===== src/rtl/fsw_pwm_seq.sv =====
module fsw_pwm_seq #(
  parameter int CW = 16
) (
  input  logic          clk,
  input  logic          rst_n,
  input  logic          en,
  input  logic          tick,
  input  logic [2:0]    mode,
  input  logic [CW-1:0] duty,
  input  logic [CW-1:0] period,
  input  logic [CW-1:0] fw_len,
  output logic          a_hi,
  output logic          a_lo,
  output logic          b_hi,
  output logic          b_lo
);
  localparam logic [1:0] FLT = 2'd0, HI = 2'd1, LO = 2'd2;

  logic          run;
  logic [CW-1:0] cnt, duty_q, fw_q, per_q;
  logic [2:0]    mode_q;

  logic [CW:0] c_w, d_w, d2_w, dfw_w;
  assign c_w   = {1'b0, cnt};
  assign d_w   = {1'b0, duty_q};
  assign d2_w  = {duty_q, 1'b0};
  assign dfw_w = d_w + {1'b0, fw_q};

  logic last, start;
  assign last  = (c_w + 1'b1) >= {1'b0, per_q};
  assign start = en && (!run || (tick && last));

  always_ff @(posedge clk) begin
    if (!rst_n) begin
      run <= 1'b0; cnt <= '0; mode_q <= '0;
      duty_q <= '0; fw_q <= '0; per_q <= '0;
    end else begin
      if (!en) begin
        run <= 1'b0;
        cnt <= '0;
      end else begin
        run <= 1'b1;
        if (!run) cnt <= '0;
        else if (tick) cnt <= last ? '0 : cnt + 1'b1;
      end
      if (start) begin
        mode_q <= mode; duty_q <= duty; fw_q <= fw_len; per_q <= period;
      end
    end
  end

  logic act, act_fw, act_dbl;
  assign act     = c_w < d_w;
  assign act_fw  = c_w < dfw_w;
  assign act_dbl = c_w < d2_w;

  logic [1:0] leg_a, leg_b;
  always_comb begin
    leg_a = FLT;
    leg_b = FLT;
    if (run) begin
      case (mode_q)
        3'd1: leg_b = act_dbl ? LO : FLT;
        3'd2: begin leg_a = act ? HI : FLT; leg_b = act_fw ? LO : FLT; end
        3'd3: leg_a = act_dbl ? HI : FLT;
        3'd4: leg_b = act_dbl ? HI : FLT;
        3'd5: begin leg_a = act ? LO : FLT; leg_b = act_fw ? HI : FLT; end
        3'd6: leg_a = act_dbl ? LO : FLT;
        default: ;
      endcase
    end
  end

  assign a_hi = leg_a == HI;
  assign a_lo = leg_a == LO;
  assign b_hi = leg_b == HI;
  assign b_lo = leg_b == LO;

  AST_A_EXCL: assert property (@(posedge clk) disable iff (!rst_n) !(a_hi && a_lo));
  AST_B_EXCL: assert property (@(posedge clk) disable iff (!rst_n) !(b_hi && b_lo));
  AST_OFF_AFTER_DIS: assert property (@(posedge clk) disable iff (!rst_n)
    !en |=> !(a_hi || a_lo || b_hi || b_lo));
  AST_CNT_STEP: assert property (@(posedge clk) disable iff (!rst_n)
    (en && run && tick && !last) |=> cnt == $past(cnt) + 1'b1);
  AST_CNT_HOLD: assert property (@(posedge clk) disable iff (!rst_n)
    (en && run && !tick) |=> $stable(cnt));
  AST_TAIL_FLOAT: assert property (@(posedge clk) disable iff (!rst_n)
    (run && (mode_q == 3'd2 || mode_q == 3'd5) && !act_fw) |-> !(a_hi || a_lo || b_hi || b_lo));
  AST_BAD_MODE_OFF: assert property (@(posedge clk) disable iff (!rst_n)
    (run && (mode_q == 3'd0 || mode_q == 3'd7)) |-> !(a_hi || a_lo || b_hi || b_lo));
endmodule


===== config.mk =====
export PLATFORM = sky130hd
export DESIGN_NAME = fsw_pwm_seq
export DESIGN_NICKNAME = d
export VERILOG_FILES = /design/src/rtl/fsw_pwm_seq.sv
export SDC_FILE = /design/constraint.sdc
export NUM_CORES = 1
export LEC_CHECK = 0
export BUFFER_PORTS_ARGS = -buffer_cell sky130_fd_sc_hd__buf_2
export CORE_MARGIN = 2
export CORE_UTILIZATION = 55
export DETAILED_ROUTE_END_ITERATION = 7
export PLACE_DENSITY = 0.73
export SYNTH_ARGS = -nofsm -noshare
export SYNTH_HDL_FRONTEND = slang
export SYNTH_SLANG_ARGS = --single-unit

===== constraint.sdc =====
create_clock -name clk -period 7 [get_ports clk]
set_clock_uncertainty 0.1 [all_clocks]
set_input_delay 1.4 -clock clk [delete_from_list [all_inputs] [get_ports clk]]
set_output_delay 1.4 -clock clk [all_outputs]
set_load 0.01 [all_outputs]

# Word level (Yosys, flattened, before mapping)
# Cells that the tools add are included.
# op_classes
n_addsub	3
magnitude_cmp	4
eq_ne	10
muxes	12
n_reduce_logical	5
# ops
operator	count
16-bit by 17-bit less-than comparator with 1-bit output	2
16-bit by 1-bit adder with 17-bit output, second input constant	1
16-bit by 16-bit adder with 17-bit output	1
17-bit by 16-bit >= comparator with 1-bit output	1
16-bit by 1-bit adder with 16-bit output, second input constant	1
16-bit less-than comparator	1
16-bit 2-to-1 mux	1
2-bit case mux with 4 select lines	2
2-bit 2-to-1 mux	5
3-bit equality test, second input constant	3
3-bit by 2-bit equality test with 1-bit output, second input constant	2
2-bit by 1-bit equality test with 1-bit output, second input constant	2
2-bit equality test, second input constant	2
1-bit 2-to-1 mux	4
3-bit by 1-bit equality test with 1-bit output, second input constant	1
3-bit AND reduction	1
1-bit logical AND	2
1-bit logical NOT	1
1-bit logical OR	1
# totals
ff_bits	68
input_bits	55
out_inout_bits	4
word_cells	40

# Depth between registers and ports, before layout
# Gate-level depths: netlist of run 1.
# depth
ltp_word	6
mapped_depth	15
ltp_nobuf	15

# Worst setup path before layout of run 1
# No wires, ideal clock.
# synth_path
path_kind	reg2out
start	register duty_q[1]
end	output b_hi
arrival_time_ns	3.114
t_required_ns	5.500
slack_ns	2.386
path_stages_with_launch	14
n_path_buf	0
path_cell_list	dfxtp_1 > ha_1 > a211o_1 > a2111oi_0 > nor2_1 > nor2_1 > xor2_1 > ha_1 > and4_1 > o211ai_1 > o311a_1 > o32a_1 > a21oi_1 > o22ai_1
# synth_via
elab_chain_len	6
elab_cells_between_ends	10
classes_between	add/sub (1); order compare (2); eq/ne (1); mux (6)
# synth_rtl
item	line_no	source
start, declared	20	logic [CW-1:0] cnt, duty_q, fw_q, per_q;
start signal, assigned	47	mode_q <= mode; duty_q <= duty; fw_q <= fw_len; per_q <= period;
16-bit by 16-bit adder with 17-bit output	27	assign dfw_w = d_w + {1'b0, fw_q};
16-bit by 17-bit less-than comparator with 1-bit output	54	assign act_fw = c_w < dfw_w;
1-bit 2-to-1 mux / 2-bit 2-to-1 mux (equally long branches)	67, 64	
2-bit case mux with 4 select lines (*)	62	case (mode_q)
2-bit 2-to-1 mux (*)	61	if (run) begin
2-bit by 1-bit equality test with 1-bit output (*)	76	assign b_hi = leg_b == HI;
end, declared	14	output logic b_hi,
# Mark *: on every way between the ends. The rest lies on a longest branch, timed or not.

# Worst setup path in the final report of run 1
# Ends and elaborated chain as after synthesis.

==> results by group, run 1 <==
Floorplan
  – Floorplan die width: 102 um
  – Core footprint: 9240 um^2
  – Initial Util: 56.9%
  – Row count: 35
  – Number of placed I/O pins: 59
  – Floorplan die height: 102 um
  – Die Outline Area: 10400 um^2

Yosys
  – Number of enable flip-flop cells after synthesis: 0
  – Post-synthesis register bit count: 68
  – Post-Synthesis Cells: 627
  – Synth Area in Compound Gates: 15.5%
  – Area share of and/or/nand/nor cells after synthesis: 18.7%
  – FFs w/ async S/R, synth: 0%
  – Xor and xnor area share after synthesis: 4.50%
  – Post-synthesis cell type count: 55
  – Number of nets produced by synthesis: 760
  – Sequential fraction of the synthesis area: 25.9%
  – Adder-cell share of the synthesized area: 18.7%
  – Mean instance size in the synthesized netlist: 8.39 um^2
  – Share of synthesized area spent on multiplexers: 10.7%
  – Yosys warns: 0
  – Dominant register cell in the synthesized netlist: sky130_fd_sc_hd__dfxtp_1
  – Combinational family with the most area after synthesis: simple AND/OR/NAND/NOR gates
  – Post-synthesis instance area: 5260 um^2

Global routing
  – Overall fraction of global-route tracks in use: 24.2%
  – Total grt overflow: 0
  – Vias in the first global route: 4512
  – First-pass GRT wire length: 20100 um
  – Antenna violations before repair: 0
  – Largest net degree at the start of global routing: 105

Detailed routing
  – Number of DRC markers after the initial detailed-route iteration: 126
  – Number of DRC violations after detailed routing: 0
  – Number of iterations in the first detailed-routing pass: 5
  – Total Routed Length: 11900 um
  – WL/cell: 14.8 um
  – Vias post-DR: 4561
  – Post-route ant nets: 0
  – DR vias/cell: 5.67

Cells and area
  – Area overhead of the layout relative to synthesis: 9.51%
  – Fraction of final layout cells with drive strength greater than 1: 11.7%
  – Antenna diodes: 0
  – Final net count: 804

Setup path
  – Worst EP required: 5500 ps
  – Kind of end point of the critical path: output pin
  – CP Launch Type: register
  – Highest fanout seen on the critical path: 4
  – Worst EP arrival: 4040 ps
  – Worst Path Class, Setup: reg -> out

Clock network
  – Sinks on the clock net: 68
  – Largest buffer count on any clock path: 2
  – Number of CTS-inserted buffers: 9
  – Clock latency on the worst-skew pair: 350 ps
  – TritonCTS clock tree: yes
  – Post-cts sizing count: 0
  – Post-CTS setup repair buffer count: 0
  – Root buf cell: sky130_fd_sc_hd__clkbuf_8
  – Number of buffers inserted by hold repair at cts: 0
  – Number of H-tree branching levels: 3
  – CTS clk-pin slew, worst paths: 70 ps

Pwr
  – Largest voltage drop on the vdd net: 0.106 mV
  – Pleak: 2.69 nW
  – Power Density: 160 nW/um^2

Job
  – Max capacitance violation total: 0

STA
  – Upper clock frequency limit: 181 MHz
  – Post-route setup slack: 1460 ps
  – Final period utilization: 79.1%
  – Total negative setup slack: 0 ps
  – Count of pins over their slew limit: 0
  – Number of failing hold endpoints at the final stage: 0
  – Setup repair after global routing missed its margin: no
  – Normalized max-slew margin: 31.3%
  – Transition time of the tightest slew-check pin: 1030 ps
  – Endpoints failing setup: 0
  – Tmin final: 5540 ps

Hold path
  – Type of the tightest min-delay check: reg -> reg

Placed design
  – Count of input and output buffers: 58
  – Routability congestion estimate from global placement: 0.849
  – Setup slack after placement: 1790 ps
  – Final HPWL from detailed placement: 9080 um

Run status
  – Status: completed
-- layer usage --
metal	up-vias	GRT usage [%]	wire, um	share of wire [%]
met3	20	3.24	387	3.3
li1	2335	-	-	-
met4	0	10.4	294	2.5
met2	101	42.3	5680	48
met5	-	0	0	0
met1	2105	29.7	5520	46
-- final cells by class --
cell class | count | area [um^2]
timing repair buffer | 60 | 308
clock inverter | 2 | 10.0
clock buffer | 13 | 159
multi-input combinational | 489 | 3600
inverter | 43 | 161
tap | 129 | 161
fill | 799 | 3480
sequential | 68 | 1360
-- through the flow --
| step | std cells | hold slack [ps] | util, % | area, um^2 | power [W] |
|---|---|---|---|---|---|
| global route | 804 | 374 | 62.3 | 5760 | 0.000969 |
| finish | 804 | 360 | 62.3 | 5760 | 0.000922 |
| CTS | 804 | 363 | 62.3 | 5760 | 0.000928 |
| detailed placement | 789 | 349 | 60.5 | 5590 | 0.000637 |
| global placement | 789 | 344 | 60.5 | 5590 | 0.000628 |
| floorplan | 627 | 335 | - | 5260 | 0.000583 |
-- placed cells by master, fill, tap and decap left out, types with 4 or more instances in the layout --
cell,n
sky130_fd_sc_hd__a22o_1,6
sky130_fd_sc_hd__dfxtp_1,68
sky130_fd_sc_hd__nand3b_1,4
sky130_fd_sc_hd__buf_2,57
sky130_fd_sc_hd__and4_1,4
sky130_fd_sc_hd__o21ai_0,16
sky130_fd_sc_hd__nor3_1,6
sky130_fd_sc_hd__inv_1,43
sky130_fd_sc_hd__nand4b_1,4
sky130_fd_sc_hd__xnor2_1,17
sky130_fd_sc_hd__xor2_1,10
sky130_fd_sc_hd__nand2b_1,10
sky130_fd_sc_hd__clkbuf_8,11
sky130_fd_sc_hd__nand4_1,12
sky130_fd_sc_hd__nand3_1,16
sky130_fd_sc_hd__and3_1,6
sky130_fd_sc_hd__a21oi_1,29
sky130_fd_sc_hd__o21bai_1,6
sky130_fd_sc_hd__o21a_1,4
sky130_fd_sc_hd__nand2_1,118
sky130_fd_sc_hd__a41oi_1,8
sky130_fd_sc_hd__mux2i_1,56
sky130_fd_sc_hd__o22ai_1,4
sky130_fd_sc_hd__a41o_1,5
sky130_fd_sc_hd__ha_1,77
sky130_fd_sc_hd__nor2_1,20
sky130_fd_sc_hd__a21o_1,10
sky130_fd_sc_hd__a211oi_1,5
-- Yosys cell counts, drive strengths merged, types with 2 or more instances --
| master | count | share of area (%) |
|---|---|---|
| nand2b | 10 | 1.2 |
| buf | 8 | 1.6 |
| and2 | 2 | 0.29 |
| nor2 | 20 | 1.4 |
| dfxtp | 68 | 26 |
| a21o | 10 | 1.4 |
| or2 | 2 | 0.24 |
| a41oi | 8 | 1.3 |
| o221ai | 2 | 0.33 |
| nand3b | 4 | 0.57 |
| and3 | 8 | 1.1 |
| xor2 | 10 | 1.7 |
| a211o | 3 | 0.50 |
| a41o | 5 | 0.95 |
| a2111oi | 3 | 0.50 |
| clkbuf | 19 | 1.4 |
| nand4 | 12 | 1.4 |
| o31ai | 3 | 0.43 |
| o211ai | 2 | 0.29 |
| ha | 77 | 18 |
| nand2 | 118 | 8.4 |
| xnor2 | 17 | 2.8 |
| o22ai | 4 | 0.48 |
| a31oi | 2 | 0.24 |
| o21ai | 18 | 1.7 |
| a211oi | 5 | 0.71 |
| inv | 43 | 3.1 |
| nand3 | 17 | 1.9 |
| and4 | 4 | 0.67 |
| mux2i | 56 | 11 |
| nor3 | 6 | 0.57 |
| o21a | 4 | 0.57 |
| o21bai | 6 | 0.86 |
| a22o | 6 | 1.0 |
| a21oi | 29 | 2.8 |
| nand4b | 4 | 0.67 |
-- power breakdown --
part / switching, W / internal (W) / total, W
clock: 0.000147 / 0.000145 / 0.000293
combinational: 0.000112 / 0.0000912 / 0.000203
sequential: 0.0000171 / 0.000409 / 0.000426
-- critical path, cell delays in order, from the launching register on --
cell,delay [ps]
sky130_fd_sc_hd__dfxtp_1,420
sky130_fd_sc_hd__ha_1,280
sky130_fd_sc_hd__a211o_1,290
sky130_fd_sc_hd__a2111oi_0,520
sky130_fd_sc_hd__nor2_1,110
sky130_fd_sc_hd__nor2_1,150
sky130_fd_sc_hd__xor2_1,90
sky130_fd_sc_hd__ha_1,310
sky130_fd_sc_hd__and4_1,230
sky130_fd_sc_hd__o211ai_1,100
sky130_fd_sc_hd__o311a_1,370
sky130_fd_sc_hd__o32a_1,290
sky130_fd_sc_hd__a21oi_1,230
sky130_fd_sc_hd__o22ai_1,130
sky130_fd_sc_hd__buf_2,180
-- sequential cells by signal (all words and copies together) (netlist names) --
register / count
fw_q: 16
per_q: 16
duty_q: 16
run: 1
mode_q: 3
cnt: 16
-- worst paths after layout --
kind	from	end	slack (ps)	cells after the start
min reg2reg	per_q[7]$_SDFFE_PN0P_	per_q[7]$_SDFFE_PN0P_	360	2
min	per_q[7]$_SDFFE_PN0P_	per_q[7]$_SDFFE_PN0P_	360	2
max	duty_q[1]$_SDFFE_PN0P_	b_hi	1460	14
max reg2reg	cnt[2]$_SDFFE_PN0P_	fw_q[3]$_SDFFE_PN0P_	2410	11
-- cell families after synthesis --
group                    count (synthesis)
XOR/XNOR                                27
flip-flops                              68
AO/OA/AOI/OAI                          118
AND/OR/NAND/NOR                        210
buffers and inverters                   70
adder cells (fa/ha/maj)                 78
multiplexers                            56
Note: power is estimated with default switching activity, not from simulation.
==> run 2: changes to the inputs <==
- CORE_UTILIZATION: 55 -> 54
- PLACE_DENSITY: 0.73 -> 0.74
- clock period: 7 -> 4.6 ns (I/O delays scaled with it)
==> results by group, run 2 (synthesis gave the netlist of run 1 again) <==
Setup path
  – Worst EP arrival: 3710 ps (-330 ps)
  – R2r worst-path depth: 13 (+2)
  – CP Launch Type: register
  – Worst flop-to-flop path startpoint: cnt[2]$_SDFFE_PN0P_
  – Worst EP required: 3580 ps (-1920 ps)
  – Slack of the worst reg-to-reg path: 820 ps (-1590 ps)
  – Worst Path Class, Setup: reg -> out
  – R2R Path End: duty_q[1]$_SDFFE_PN0P_
  – Highest fanout seen on the critical path: 2 (-2)
  – Source of the critical timing path: duty_q[1]$_SDFFE_PN0P_
  – Kind of end point of the critical path: output pin

Global routing
  – Total grt overflow: 0 (unchanged)
  – Overall fraction of global-route tracks in use: 24.3% (+0.12 points)
  – Largest net degree at the start of global routing: 63 (-40%)
  – Vias in the first global route: 4566 (+1.2%)
  – Antenna violations before repair: 0 (unchanged)
  – First-pass GRT wire length: 20300 um (+0.90%)

STA
  – Count of pins over their slew limit: 0 (unchanged)
  – Transition time of the tightest slew-check pin: 846 ps (-184 ps)
  – Normalized max-slew margin: 43.4% (+12 points)
  – Number of failing hold endpoints at the final stage: 0 (unchanged)
  – Upper clock frequency limit: 212 MHz
  – Post-route setup slack: -126 ps (-1590 ps)
  – Final period utilization: 103%
  – Tmin final: 4730 ps
  – Endpoints failing setup: 2 (+2)
  – Setup repair after global routing missed its margin: yes

Detailed routing
  – WL/cell: 14.9 um (+0.73%)
  – DR vias/cell: 5.64 (-0.63%)
  – Vias post-DR: 4628 (+1.5%)
  – Total Routed Length: 12200 um (+2.9%)
  – Number of DRC violations after detailed routing: 0 (unchanged)
  – Number of DRC markers after the initial detailed-route iteration: 193 (+53%)
  – Number of iterations in the first detailed-routing pass: 4 (-1)
  – Post-route ant nets: 0 (unchanged)

Hold path
  – Hold Crit Endpoint: per_q[15]$_SDFFE_PN0P_
  – Type of the tightest min-delay check: reg -> reg
  – Worst hold path startpoint: per_q[15]$_SDFFE_PN0P_
  – Count of cells along the worst hold path: 2 (unchanged)

Cells and area
  – Storage element area: 1370 um^2 (+0.28%)
  – Fraction of final layout cells with drive strength greater than 1: 16.1% (+4.4 points)
  – Area overhead of the layout relative to synthesis: 13.5%
  – Top library cells by usage in the layout, fill and taps aside: sky130_fd_sc_hd__nand2_1 (118), sky130_fd_sc_hd__ha_1 (74), sky130_fd_sc_hd__dfxtp_1 (65)
  – Filler-free cell count of the finished design: 821 (+2.1%)
  – Leading cell type in the layout, fill and taps excluded: sky130_fd_sc_hd__nand2_1
  – Final net count: 817 (+1.6%)
  – Multi-input logic area: 3700 um^2 (+2.7%)
  – Antenna diodes: 0 (unchanged)
  – Final-layout fill cell count: 846 (+5.9%)

Clock network
  – Number of buffers inserted by hold repair at cts: 0 (unchanged)
  – Number of H-tree branching levels: 3 (unchanged)
  – Clock latency on the worst-skew pair: 370 ps (+20 ps)
  – TritonCTS clock tree: yes
  – Largest buffer count on any clock path: 2 (unchanged)
  – Number of CTS-inserted buffers: 9 (unchanged)
  – Sinks on the clock net: 68 (unchanged)
  – Root buf cell: sky130_fd_sc_hd__clkbuf_8
  – CTS clk-pin slew, worst paths: 70 ps (about the same)

Pwr
  – Post-layout total power: 0.00144 W (+56%)
  – Power Density: 241 nW/um^2 (+51%)
  – Pleak: 2.75 nW (+2.2%)
  – Largest voltage drop on the vdd net: 0.152 mV (+44%)

Placed design
  – Number of placed instances, taps included: 805 (+2.0%)
  – Routability congestion estimate from global placement: 0.874 (+3.0%)
  – Count of input and output buffers: 58 (unchanged)
  – Final HPWL from detailed placement: 9270 um (+2.0%)

Floorplan
  – Number of placed I/O pins: 59 (unchanged)
  – Die Outline Area: 10500 um^2 (+1.8%)
  – Floorplan die width: 103 um (+0.88%)
  – Core footprint: 9590 um^2 (+3.8%)
  – Floorplan die height: 103 um (+0.88%)
  – Initial Util: 54.8% (-2.1 points)
  – Row count: 36 (+2.9%)

Job
  – Max capacitance violation total: 0 (unchanged)

Run status
  – Status: complete, but fails checks
  – Failing checks: setup timing
[run 2: how the worst max path moves through the flow]
stage,endpoint,slack [ps],cells past startpoint
global placement,b_hi,70,15
finish,b_hi,-130,15
floorplan,b_hi,470,13
detailed placement,b_hi,50,16
CTS,b_lo,-100,15
global route,b_lo,-320,15
[run 2: per-stage QoR]
step / area [um^2] / hold WS (ps) / setup slack, ps / setup TNS [ps] / utilization [%]
5_1_grt: 5970 / 387 / -317 / -633 / 62.2
6_report: 5970 / 359 / -126 / -243 / 62.2
4_1_cts: 5920 / 360 / -96.3 / -188 / 61.7
3_3_place_gp: 5690 / 345 / 71.8 / 0 / 59.3
3_5_place_dp: 5690 / 350 / 47.6 / 0 / 59.3
2_1_floorplan: 5260 / 335 / 466 / 0 / -
[run 2: critical path, cell delays in order, from the launching register on]
cell,delay (ps)
sky130_fd_sc_hd__dfxtp_2,340
sky130_fd_sc_hd__ha_4,240
sky130_fd_sc_hd__a211o_1,310
sky130_fd_sc_hd__a2111oi_4,360
sky130_fd_sc_hd__buf_4,170
sky130_fd_sc_hd__nor2_2,50
sky130_fd_sc_hd__nor2_2,130
sky130_fd_sc_hd__xor2_1,90
sky130_fd_sc_hd__ha_1,290
sky130_fd_sc_hd__and4_1,200
sky130_fd_sc_hd__o211ai_1,110
sky130_fd_sc_hd__o311a_1,310
sky130_fd_sc_hd__o32a_1,310
sky130_fd_sc_hd__a21oi_2,160
sky130_fd_sc_hd__o22ai_1,110
sky130_fd_sc_hd__buf_2,170
[run 2: repair_timing]
action                                  4_1_cts  5_1_grt
setup buffers                                 1        0
resized for setup                            14        8
endpoints found under the setup margin        2        2
pin swaps                                    11        5
[run 2: layout make-up]
type	instances	share of cell area, %
sequential	68	22.9
multi-input combinational	489	61.9
tap	133	2.79
clock buffer	11	2.54
timing repair buffer	73	6.79
clock inverter	4	0.419
inverter	43	2.70
[run 2: where the power goes]
group          leakage [nW]  switching, W  internal, W
clock network        0.0872      0.000241     0.000220
logic                  2.10      0.000179     0.000152
registers             0.558     0.0000260     0.000622
[run 2: per-layer routing]
| metal | up-vias | track usage, % | part of all wire [%] |
|---|---|---|---|
| met5 | - | 0 | 0 |
| met4 | 0 | 12.0 | 2.9 |
| met3 | 22 | 3.53 | 2.9 |
| met2 | 81 | 42.3 | 48 |
| met1 | 2169 | 29.4 | 46 |
| li1 | 2356 | - | - |
